$ cat src/rtl/cfg_cell_pkg.sv
package cfg_cell_pkg;

    localparam logic [1:0] FN_DELAY = 2'b00;
    localparam logic [1:0] FN_COUNT = 2'b01;
    localparam logic [1:0] FN_EDGE  = 2'b10;
    localparam logic [1:0] FN_LUT   = 2'b11;

    localparam logic [1:0] EM_BOTH  = 2'b00;
    localparam logic [1:0] EM_FALL  = 2'b01;
    localparam logic [1:0] EM_RISE  = 2'b10;
    localparam logic [1:0] EM_NONE  = 2'b11;

    typedef enum logic [2:0] {
        S_LUT      = 3'd0,
        S_EDGE     = 3'd1,
        S_DLY_IDLE = 3'd2,
        S_DLY_PEND = 3'd3,
        S_CNT_RUN  = 3'd4,
        S_CNT_HOLD = 3'd5
    } cell_state_e;

    // function implemented by a state
    function automatic logic [1:0] state_func(input cell_state_e s);
        unique case (s)
            S_EDGE:                 return FN_EDGE;
            S_DLY_IDLE, S_DLY_PEND: return FN_DELAY;
            S_CNT_RUN, S_CNT_HOLD:  return FN_COUNT;
            default:                return FN_LUT;
        endcase
    endfunction

    // state entered when a function is selected
    function automatic cell_state_e entry_state(input logic [1:0] fn);
        unique case (fn)
            FN_DELAY: return S_DLY_IDLE;
            FN_COUNT: return S_CNT_RUN;
            FN_EDGE:  return S_EDGE;
            default:  return S_LUT;
        endcase
    endfunction

    // delay line and edge-triggered counter reset: which edges take part
    function automatic logic rise_delayed(input logic [1:0] em);
        return (em == EM_BOTH) || (em == EM_RISE);
    endfunction

    function automatic logic fall_delayed(input logic [1:0] em);
        return (em == EM_BOTH) || (em == EM_FALL);
    endfunction

    // edge detector: code 11 reports both edges
    function automatic logic rise_detected(input logic [1:0] em);
        return em != EM_FALL;
    endfunction

    function automatic logic fall_detected(input logic [1:0] em);
        return em != EM_RISE;
    endfunction

endpackage

$ cat src/rtl/cell_tick_mux.sv
module cell_tick_mux #(
    parameter int NUM_SRC = 13,
    parameter int SEL_W   = 4
) (
    input  logic [SEL_W-1:0]   sel,
    input  logic [NUM_SRC-1:0] src,
    output logic               tick
);
    logic [NUM_SRC-1:0] hit;

    for (genvar i = 0; i < NUM_SRC; i++) begin : g_src
        assign hit[i] = (sel == SEL_W'(i)) && src[i];
    end

    // codes at or above NUM_SRC match no lane and give no tick
    assign tick = |hit;
endmodule

$ cat src/rtl/cell_edge_watch.sv
module cell_edge_watch (
    input  logic clk,
    input  logic rst_n,
    input  logic sig,
    output logic rise,
    output logic fall
);
    logic prev_q;

    always_ff @(posedge clk or negedge rst_n) begin
        if (!rst_n) begin
            prev_q <= 1'b0;
        end else begin
            prev_q <= sig;
        end
    end

    assign rise = sig && !prev_q;
    assign fall = !sig && prev_q;
endmodule

$ cat src/rtl/cell_lut.sv
module cell_lut #(
    parameter int TBL_W = 8,
    localparam int IDX_W = $clog2(TBL_W)
) (
    input  logic [TBL_W-1:0] table_bits,
    input  logic [IDX_W-1:0] idx,
    output logic             bit_out
);
    assign bit_out = table_bits[idx];
endmodule

$ cat src/rtl/cell_seq_fsm.sv
module cell_seq_fsm
    import cfg_cell_pkg::*;
#(
    parameter int DATA_W = 8
) (
    input  logic              clk,
    input  logic              rst_n,
    input  logic [1:0]        cfg_func,
    input  logic [1:0]        cfg_edge,
    input  logic              cfg_qset,
    input  logic [DATA_W-1:0] cfg_data,
    input  logic              tick,
    input  logic              trig_in,
    input  logic              trig_rise,
    input  logic              trig_fall,
    input  logic              cnt_rst_in,
    input  logic              rst_rise,
    input  logic              rst_fall,
    output cell_state_e       state_q,
    output logic [DATA_W-1:0] cnt_q,
    output logic              dly_q,
    output logic              end_q,
    output logic              pulse_q,
    output logic              rst_act
);
    cell_state_e       state_d;
    logic              reconfig;
    logic              dly_edge;
    logic              cnt_zero;
    logic [DATA_W-1:0] rst_val;

    assign reconfig = state_func(state_q) != cfg_func;
    assign cnt_zero = cnt_q == '0;
    assign rst_val  = cfg_qset ? cfg_data : '0;

    // input differs from the delayed level and that polarity is delayed
    assign dly_edge = (trig_in != dly_q) &&
                      (trig_in ? rise_delayed(cfg_edge) : fall_delayed(cfg_edge));

    // counter reset request: a level for code 11, otherwise a chosen edge
    assign rst_act = (cfg_edge == EM_NONE) ? cnt_rst_in
                   : ((rst_rise && rise_delayed(cfg_edge)) ||
                      (rst_fall && fall_delayed(cfg_edge)));

    // next-state logic
    always_comb begin
        state_d = state_q;
        if (reconfig) begin
            state_d = entry_state(cfg_func);                      // RECONFIG
        end else begin
            unique case (state_q)
                S_DLY_IDLE: if (dly_edge) state_d = S_DLY_PEND;   // ARM
                S_DLY_PEND: begin
                    if (trig_in == dly_q)       state_d = S_DLY_IDLE; // CANCEL
                    else if (tick && cnt_zero)  state_d = S_DLY_IDLE; // FIRE
                end
                S_CNT_RUN:  if (rst_act)  state_d = S_CNT_HOLD;   // CLEAR
                S_CNT_HOLD: if (!rst_act) state_d = S_CNT_RUN;    // RELEASE
                S_EDGE, S_LUT: state_d = state_q;
                default:       state_d = S_LUT;
            endcase
        end
    end

    // state register
    always_ff @(posedge clk or negedge rst_n) begin
        if (!rst_n) begin
            state_q <= S_LUT;
        end else begin
            state_q <= state_d;
        end
    end

    // output and datapath registers
    always_ff @(posedge clk or negedge rst_n) begin
        if (!rst_n) begin
            cnt_q   <= '0;
            dly_q   <= 1'b0;
            end_q   <= 1'b0;
            pulse_q <= 1'b0;
        end else begin
            end_q   <= 1'b0;
            pulse_q <= 1'b0;
            if (reconfig) begin
                cnt_q <= rst_val;
                dly_q <= trig_in;
            end else begin
                unique case (state_q)
                    S_DLY_IDLE: begin
                        if (dly_edge) begin
                            cnt_q <= cfg_data;
                        end else if (trig_in != dly_q) begin
                            dly_q <= trig_in;                     // PASS
                        end
                    end
                    S_DLY_PEND: begin
                        if (trig_in != dly_q && tick) begin
                            if (cnt_zero) begin
                                dly_q <= trig_in;
                                end_q <= 1'b1;
                            end else begin
                                cnt_q <= cnt_q - 1'b1;
                            end
                        end
                    end
                    S_CNT_RUN, S_CNT_HOLD: begin
                        if (rst_act) begin
                            cnt_q <= rst_val;
                        end else if (tick) begin
                            if (cnt_zero) begin
                                cnt_q <= cfg_data;
                                end_q <= 1'b1;
                            end else begin
                                cnt_q <= cnt_q - 1'b1;
                            end
                        end
                    end
                    S_EDGE: begin
                        pulse_q <= (trig_rise && rise_detected(cfg_edge)) ||
                                   (trig_fall && fall_detected(cfg_edge));
                    end
                    default: begin
                        cnt_q <= cnt_q;
                    end
                endcase
            end
        end
    end
endmodule

$ cat src/rtl/cfg_logic_cell.sv
module cfg_logic_cell
    import cfg_cell_pkg::*;
#(
    parameter int DATA_W  = 8,
    parameter int NUM_SRC = 13,
    parameter int SEL_W   = 4,
    localparam int LUT_IN = $clog2(DATA_W)
) (
    input  logic               clk,
    input  logic               rst_n,
    input  logic [1:0]         cfg_func,
    input  logic [1:0]         cfg_edge,
    input  logic               cfg_qset,
    input  logic [DATA_W-1:0]  cfg_data,
    input  logic [SEL_W-1:0]   cfg_src,
    input  logic [NUM_SRC-1:0] src_tick,
    input  logic               trig_in,
    input  logic               cnt_rst_in,
    input  logic [LUT_IN-1:0]  lut_in,
    output logic               cell_out,
    output logic               cnt_end
);
    logic              tick;
    logic              trig_rise, trig_fall;
    logic              rst_rise, rst_fall;
    logic              lut_bit;
    logic              dly_q, end_q, pulse_q, rst_act;
    logic [DATA_W-1:0] cnt_q;
    cell_state_e       state_q;

    cell_tick_mux #(.NUM_SRC(NUM_SRC), .SEL_W(SEL_W)) u_tick (
        .sel  (cfg_src),
        .src  (src_tick),
        .tick (tick)
    );

    cell_edge_watch u_trig_watch (
        .clk   (clk),
        .rst_n (rst_n),
        .sig   (trig_in),
        .rise  (trig_rise),
        .fall  (trig_fall)
    );

    cell_edge_watch u_rst_watch (
        .clk   (clk),
        .rst_n (rst_n),
        .sig   (cnt_rst_in),
        .rise  (rst_rise),
        .fall  (rst_fall)
    );

    cell_lut #(.TBL_W(DATA_W)) u_lut (
        .table_bits (cfg_data),
        .idx        (lut_in),
        .bit_out    (lut_bit)
    );

    cell_seq_fsm #(.DATA_W(DATA_W)) u_fsm (
        .clk        (clk),
        .rst_n      (rst_n),
        .cfg_func   (cfg_func),
        .cfg_edge   (cfg_edge),
        .cfg_qset   (cfg_qset),
        .cfg_data   (cfg_data),
        .tick       (tick),
        .trig_in    (trig_in),
        .trig_rise  (trig_rise),
        .trig_fall  (trig_fall),
        .cnt_rst_in (cnt_rst_in),
        .rst_rise   (rst_rise),
        .rst_fall   (rst_fall),
        .state_q    (state_q),
        .cnt_q      (cnt_q),
        .dly_q      (dly_q),
        .end_q      (end_q),
        .pulse_q    (pulse_q),
        .rst_act    (rst_act)
    );

    // output select follows the function of the current state
    always_comb begin
        unique case (state_func(state_q))
            FN_DELAY: cell_out = dly_q;
            FN_COUNT: cell_out = end_q;
            FN_EDGE:  cell_out = pulse_q;
            default:  cell_out = lut_bit;
        endcase
    end

    assign cnt_end = end_q;
endmodule

$ cat config.mk
export PLATFORM = sky130hd
export DESIGN_NAME = cfg_logic_cell
export DESIGN_NICKNAME = d
export VERILOG_FILES = /design/src/rtl/cfg_cell_pkg.sv /design/src/rtl/cell_tick_mux.sv /design/src/rtl/cell_edge_watch.sv /design/src/rtl/cell_lut.sv /design/src/rtl/cell_seq_fsm.sv /design/src/rtl/cfg_logic_cell.sv
export SDC_FILE = /design/constraint.sdc
export NUM_CORES = 1
export LEC_CHECK = 0
export ABC_AREA = 1
export CAP_MARGIN = 20
export CORE_MARGIN = 4
export CORE_UTILIZATION = 60
export CTS_CLUSTER_DIAMETER = 30
export CTS_CLUSTER_SIZE = 40
export DETAILED_ROUTE_END_ITERATION = 7
export DONT_BUFFER_PORTS = 1
export GPL_TIMING_DRIVEN = 0
export PLACE_DENSITY_LB_ADDON = 0.08
export SYNTH_ARGS = -nofsm -noshare
export SYNTH_HDL_FRONTEND = slang
export SYNTH_SLANG_ARGS = --single-unit
export TNS_END_PERCENT = 10
$ cat constraint.sdc
create_clock -name clk -period 5.3 [get_ports clk]
set_input_delay 1.06 -clock clk [delete_from_list [all_inputs] [get_ports clk]]
set_output_delay 1.06 -clock clk [all_outputs]
set_load 0.1 [all_outputs]
After elaboration in Yosys (flattened, before gate mapping):

Cells that the tools add are included.

* register bits: 16
* input bits: 37
* output and inout bits: 2

* add/subtract/negate cells: 1
* order comparisons: 1
* eq/ne operators: 40
* muxes and demuxes: 37
* reductions and logical operators: 47

Operators with widths (count)
* $mux 8: 8
* $logic_and 1x1->1: 24
* $pmux 8 s3: 1
* $eq 4x4->1 const B: 5
* $mux 3: 6
* $eq 4x3->1 const B: 4
* $mux 1: 15
* $pmux 3 s5: 1
* $reduce_and 5->1: 3
* $reduce_or 13->1: 1
* $ne 3x1->1 const B: 4
* $ne 3x2->1 const B: 4
* $pmux 3 s3: 1
* $eq 2x2->1 const B: 4
* $eq 4x2->1 const B: 2
* $logic_not 8->1: 1
* $sub 8x1->8 const B: 1
* $eq 2x1->1 const B: 3
* $eq 3x2->1 const B: 2
* $eq 3x3->1 const B: 2
* $logic_not 2->1: 3
* $pmux 2 s3: 1
* $reduce_or 2->1: 3
* $eq 4x1->1 const B: 1
* 18 further kinds: 26

Depth between registers and ports, before layout:

* depth after elaboration: 8
* gate-level depth with buffers: 15
* mapped depth without buffers: 14

Cells and area by module:

From an unflattened synthesis, not the netlist that was laid out.

* cells, all modules: 358
* area total of the unflattened synthesis: 2009.4 µm²

By module, submodules not included
* cell_seq_fsm: times used 1, cells each 262, area an instance 1497.7 µm², sequential area each 350.3 µm²
* cell_tick_mux: times used 1, cells each 41, area an instance 217.7 µm², sequential area each 0.0 µm²
* cell_lut: times used 1, cells each 28, area an instance 110.1 µm², sequential area each 0.0 µm²
* cfg_logic_cell: times used 1, cells each 17, area an instance 103.8 µm², sequential area each 0.0 µm²
* cell_edge_watch: times used 2, cells each 5, area an instance 40.0 µm², sequential area each 25.0 µm²

Worst setup path before layout:

OpenSTA, ideal clock, no wires.

* path type: reg-to-output
* start point: register u_fsm.state_q[1]
* end point: output port cell_out
* arrival: 3.055 ns
* data required time: 4.240 ns
* setup slack: 1.185 ns
* cell stages (with the launch flop): 7
* path buffers: 1
* cells stage by stage: dfrtp_1 inv_2 ha_1 inv_1 clkbuf_1 o21ai_0 a32oi_1

* longest elaborated chain between the ends: 5
* elaborated cells on any way between the ends: 12
* those cells by class: 7 x eq/ne; 2 x mux; 3 x reduce/logical

RTL lines
* start: declaration: RTL line cell_seq_fsm.sv:19 `output cell_state_e state_q,`
* start signal: assignment: RTL line cell_seq_fsm.sv:70 `state_q <= state_d;`
* $eq 3x3->1 / $eq 3x2->1 (equally long branches): RTL line cfg_cell_pkg.sv:24 `unique case (s)`
* $reduce_or 2->1: RTL line cfg_cell_pkg.sv:24
* $pmux 2 s3 (*): RTL line cfg_cell_pkg.sv:24
* $eq 2x2->1, or another cell as far along: RTL line cfg_logic_cell.sv:83 `unique case (state_func(state_q))`
* $pmux 1 s3 (*): RTL line cfg_logic_cell.sv:83
* end: declaration: RTL line cfg_logic_cell.sv:20 `output logic cell_out,`

Mark *: on every way between the ends. The rest lies on a longest branch, timed or not.

Final worst setup path:

Same ends and word-level chain as after synthesis.

==> metrics.yaml <==
outcome: "finished, final reports clean"
grt_pass1_wl_um: 8620
synthCells: 335
nNetsFinal: 384
critPathTopFamily: "compound AO/OA/AOI/OAI gates"
r2r_cells: 9
setup_viol: 0
worst_pin_slew_ps: 938
post_cts_buffers: 0
clk_latency_ps: 270
drt-total-wl_um: 4920
seqPwrFrac: 0.207
rows: 20
slew_headroom: 0.375
die_y_um: 65.5
grt_max_degree: 17
post-route-min-period_ps: 4230
initial_core_util: 0.639
total_power_w: 0.00103
core_area_um2: 3100
endpoint: "cell_out"
syn-num-nets: 379
clock-sinks: 16
slowest_stage: "a32oi_2"
crit_path_start_kind: "register"
routed_via_density: 5.53
cts_tree: "yes"
clk_pin_slew_ps: 70
startpoint: "u_fsm.state_q[1]"
netSwitchingFraction: 0.580
cts_hold_buf: 0
hpwl_um: 3960
maxCapViolCount: 0
drc: 0
cp_num_buf_inv: 3
cts_buffers: 3
grt_overflow: 0
critPathKind: "register to output port"
n_antenna_cell: 0
syn_area_per_cell_um2: 5.92
cts_max_level: 1
first_iter_violations: 180
r2r_end: "u_fsm.cnt_q[5]"
power.internal_w: 0.000434
crit_fanout: 10
power_frac_comb: 0.739
antenna_found_initial: 0
min_path_type: "input pin to async pin"
cp_data_required_time_ps: 4240
fmax_ghz: 0.237
ys_types: 35
finalCritPeriodShare: 0.798
syn-cell-area_um2: 1980
ff2ff_setup_slack_ps: 3140
p_sw_w: 0.000599
critPathCaptureType: "output port"
gp_congestion: 0.891
numPortBuffers: 0
ios: 39
crit_path_cell_trace: "inv_2 > ha_1 > inv_1 > clkbuf_1 > o21ai_0 > a221oi_1 > a32oi_2"
slew_viol_final: 0
ys_seq_elements: 16
vias: 2111
cts_resized: 0
synth_seq_area_share: 0.202
die_w_um: 65.5
cts_root_buf: "clkbuf_4"
tns_ps: 0
rsz0062_at_grt: "no"
final_layout_size_suffix_gt1_frac: 0.104
arrival_ps: 3170
path_depth: 7
vdd_ir_drop_max_v: 0.000301
clk_path_buf_depth: 2
grt_pass1_vias: 1987
power_density_nw_per_um2: 500
placed_area_um2: 2050
leakagePower_nw: 1.08
first_pass_iters: 4
crit_path_max_incr_delay_ps: 1040
worstReg2RegStart: "u_fsm.state_q[1]"
power_frac_clock: 0.054
ant_nets: 0
skew_ps: 1.35
grt.total_usage: 0.251
hold_viol: 0
wl_per_cell_um: 12.9
syn_to_final_growth_pct: 4.29
ys_warn_count: 0
dieArea_um2: 4290
fin_area_um2: 2070
[cell type report]
cell class,instances,area [um^2]
Inverter,45,171
Sequential cell,16,400
Clock buffer,3,22.5
Fill cell,314,1030
Multi-Input combinational cell,267,1380
Tap cell,44,55.1
Buffer,7,38.8
[cells in the final DEF (no fill, tap or decap)]
cell and n:
a21oi_1 19, clkbuf_1 2, a21oi_4 1, a32oi_2 1, a21boi_0 3, nor3_1 2, nand2_1 111, a21o_1 1
nand3_4 1, o21ai_1 5, xnor2_1 2, inv_4 1, o22ai_1 2, a221oi_1 1, inv_2 7, inv_1 37
buf_6 1, nand2_8 1, nor2_2 2, nor2_4 1, buf_2 4, nor2_1 21, o21ai_0 20, nand3_1 47
nand2_4 2, nand2_2 5, a2111oi_2 1, nand3b_1 1, nand3_2 3, nand4_1 3, dfrtp_1 16, a211oi_1 2
clkbuf_4 3, o211ai_1 1, ha_1 7, nand4_4 1
[state kept, by name (all words and copies together) (netlist names)]
name	flops
u_fsm.cnt_q	8
u_fsm.state_q	3
u_rst_watch.prev_q	1
u_fsm.pulse_q	1
u_fsm.end_q	1
u_trig_watch.prev_q	1
u_fsm.dly_q	1
[worst register-to-register path, delay by kind of cell, from the launching register on]
kind	cells	cell delay, ps
DFF	1	460
buffers and inverters	3	630
AOI/OAI and AO/OA	2	480
and+or+nand+nor	3	240
adders and majority gates	1	280
[logic make-up (layout without fill, tap and decap cells)]
kind of cell | count (synthesis) | after routing | share of synthesized area
AND/OR/NAND/NOR | 201 | 201 | 0.471
adder cells (fa/ha/maj) | 7 | 7 | 0.0442
buffers and inverters | 52 | 55 | 0.106
flip-flops | 16 | 16 | 0.202
XOR/XNOR | 2 | 2 | 0.00883
AO/OA/AOI/OAI | 57 | 57 | 0.168
[per-stage QoR]
| step | hold slack (ps) | utilization | setup slack (ps) | cells |
|---|---|---|---|---|
| floorplan | 449 | - | 1180 | 335 |
| global placement | 469 | 0.657 | 800 | 379 |
| detailed placement | 472 | 0.659 | 1420 | 379 |
| CTS | 465 | 0.667 | 1100 | 382 |
| global route | 452 | 0.667 | 962 | 382 |
| finish | 479 | 0.667 | 1070 | 382 |
[power by group through the flow]
stage               sequential [W]  combinational, W  clock [W]
finish                    0.000214          0.000764  0.0000555
global route              0.000220          0.000867  0.0000640
CTS                       0.000213          0.000759  0.0000591
detailed placement        0.000216          0.000755          0
global placement          0.000214          0.000739          0
floorplan                 0.000204          0.000619          0
[cells in the mapped netlist]
cell,n,area share
clkbuf_1,2,0.0038
a32oi_1,1,0.0044
ha_1,7,0.044
inv_4,1,0.0032
nand2_1,111,0.21
o22ai_1,2,0.0063
nor3_1,2,0.0050
buf_2,4,0.010
nand2_8,1,0.010
o21ai_0,20,0.050
a21o_1,1,0.0038
a211oi_1,2,0.0076
nor2_4,1,0.0057
a2111oi_2,1,0.0076
nand3b_1,1,0.0038
inv_1,37,0.070
a221oi_1,1,0.0044
nand3_4,1,0.0088
inv_2,7,0.013
nand4_1,3,0.0095
buf_6,1,0.0057
a21oi_1,19,0.048
a21boi_0,3,0.011
nand4_4,1,0.011
o21ai_1,5,0.013
nand2_2,5,0.016
nor2_1,21,0.040
nand3_1,47,0.12
nand2_4,2,0.011
xnor2_1,2,0.0088
a21oi_4,1,0.0082
nand3_2,3,0.015
dfrtp_1,16,0.20
o211ai_1,1,0.0038
nor2_2,2,0.0063
[layer usage]
metal | wire, um | GRT usage
met2 | 2100 | 0.393
met3 | 427 | 0.0239
met1 | 2380 | 0.370
met4 | 14 | 0.0596
met5 | 0 | 0
[worst min-delay path by stage]
stage                               from        endpoint  slack (ps)  cells after the start
final                              rst_n  u_fsm.cnt_q[5]         480                      0
after global routing               rst_n  u_fsm.cnt_q[5]         450                      0
after CTS                          rst_n  u_fsm.cnt_q[5]         460                      0
after detailed placement  u_fsm.cnt_q[1]  u_fsm.cnt_q[1]         470                      2
after global placement    u_fsm.cnt_q[1]  u_fsm.cnt_q[1]         470                      2
after floorplan           u_fsm.cnt_q[1]  u_fsm.cnt_q[1]         450                      2
Power figures use the tool's default switching activity.
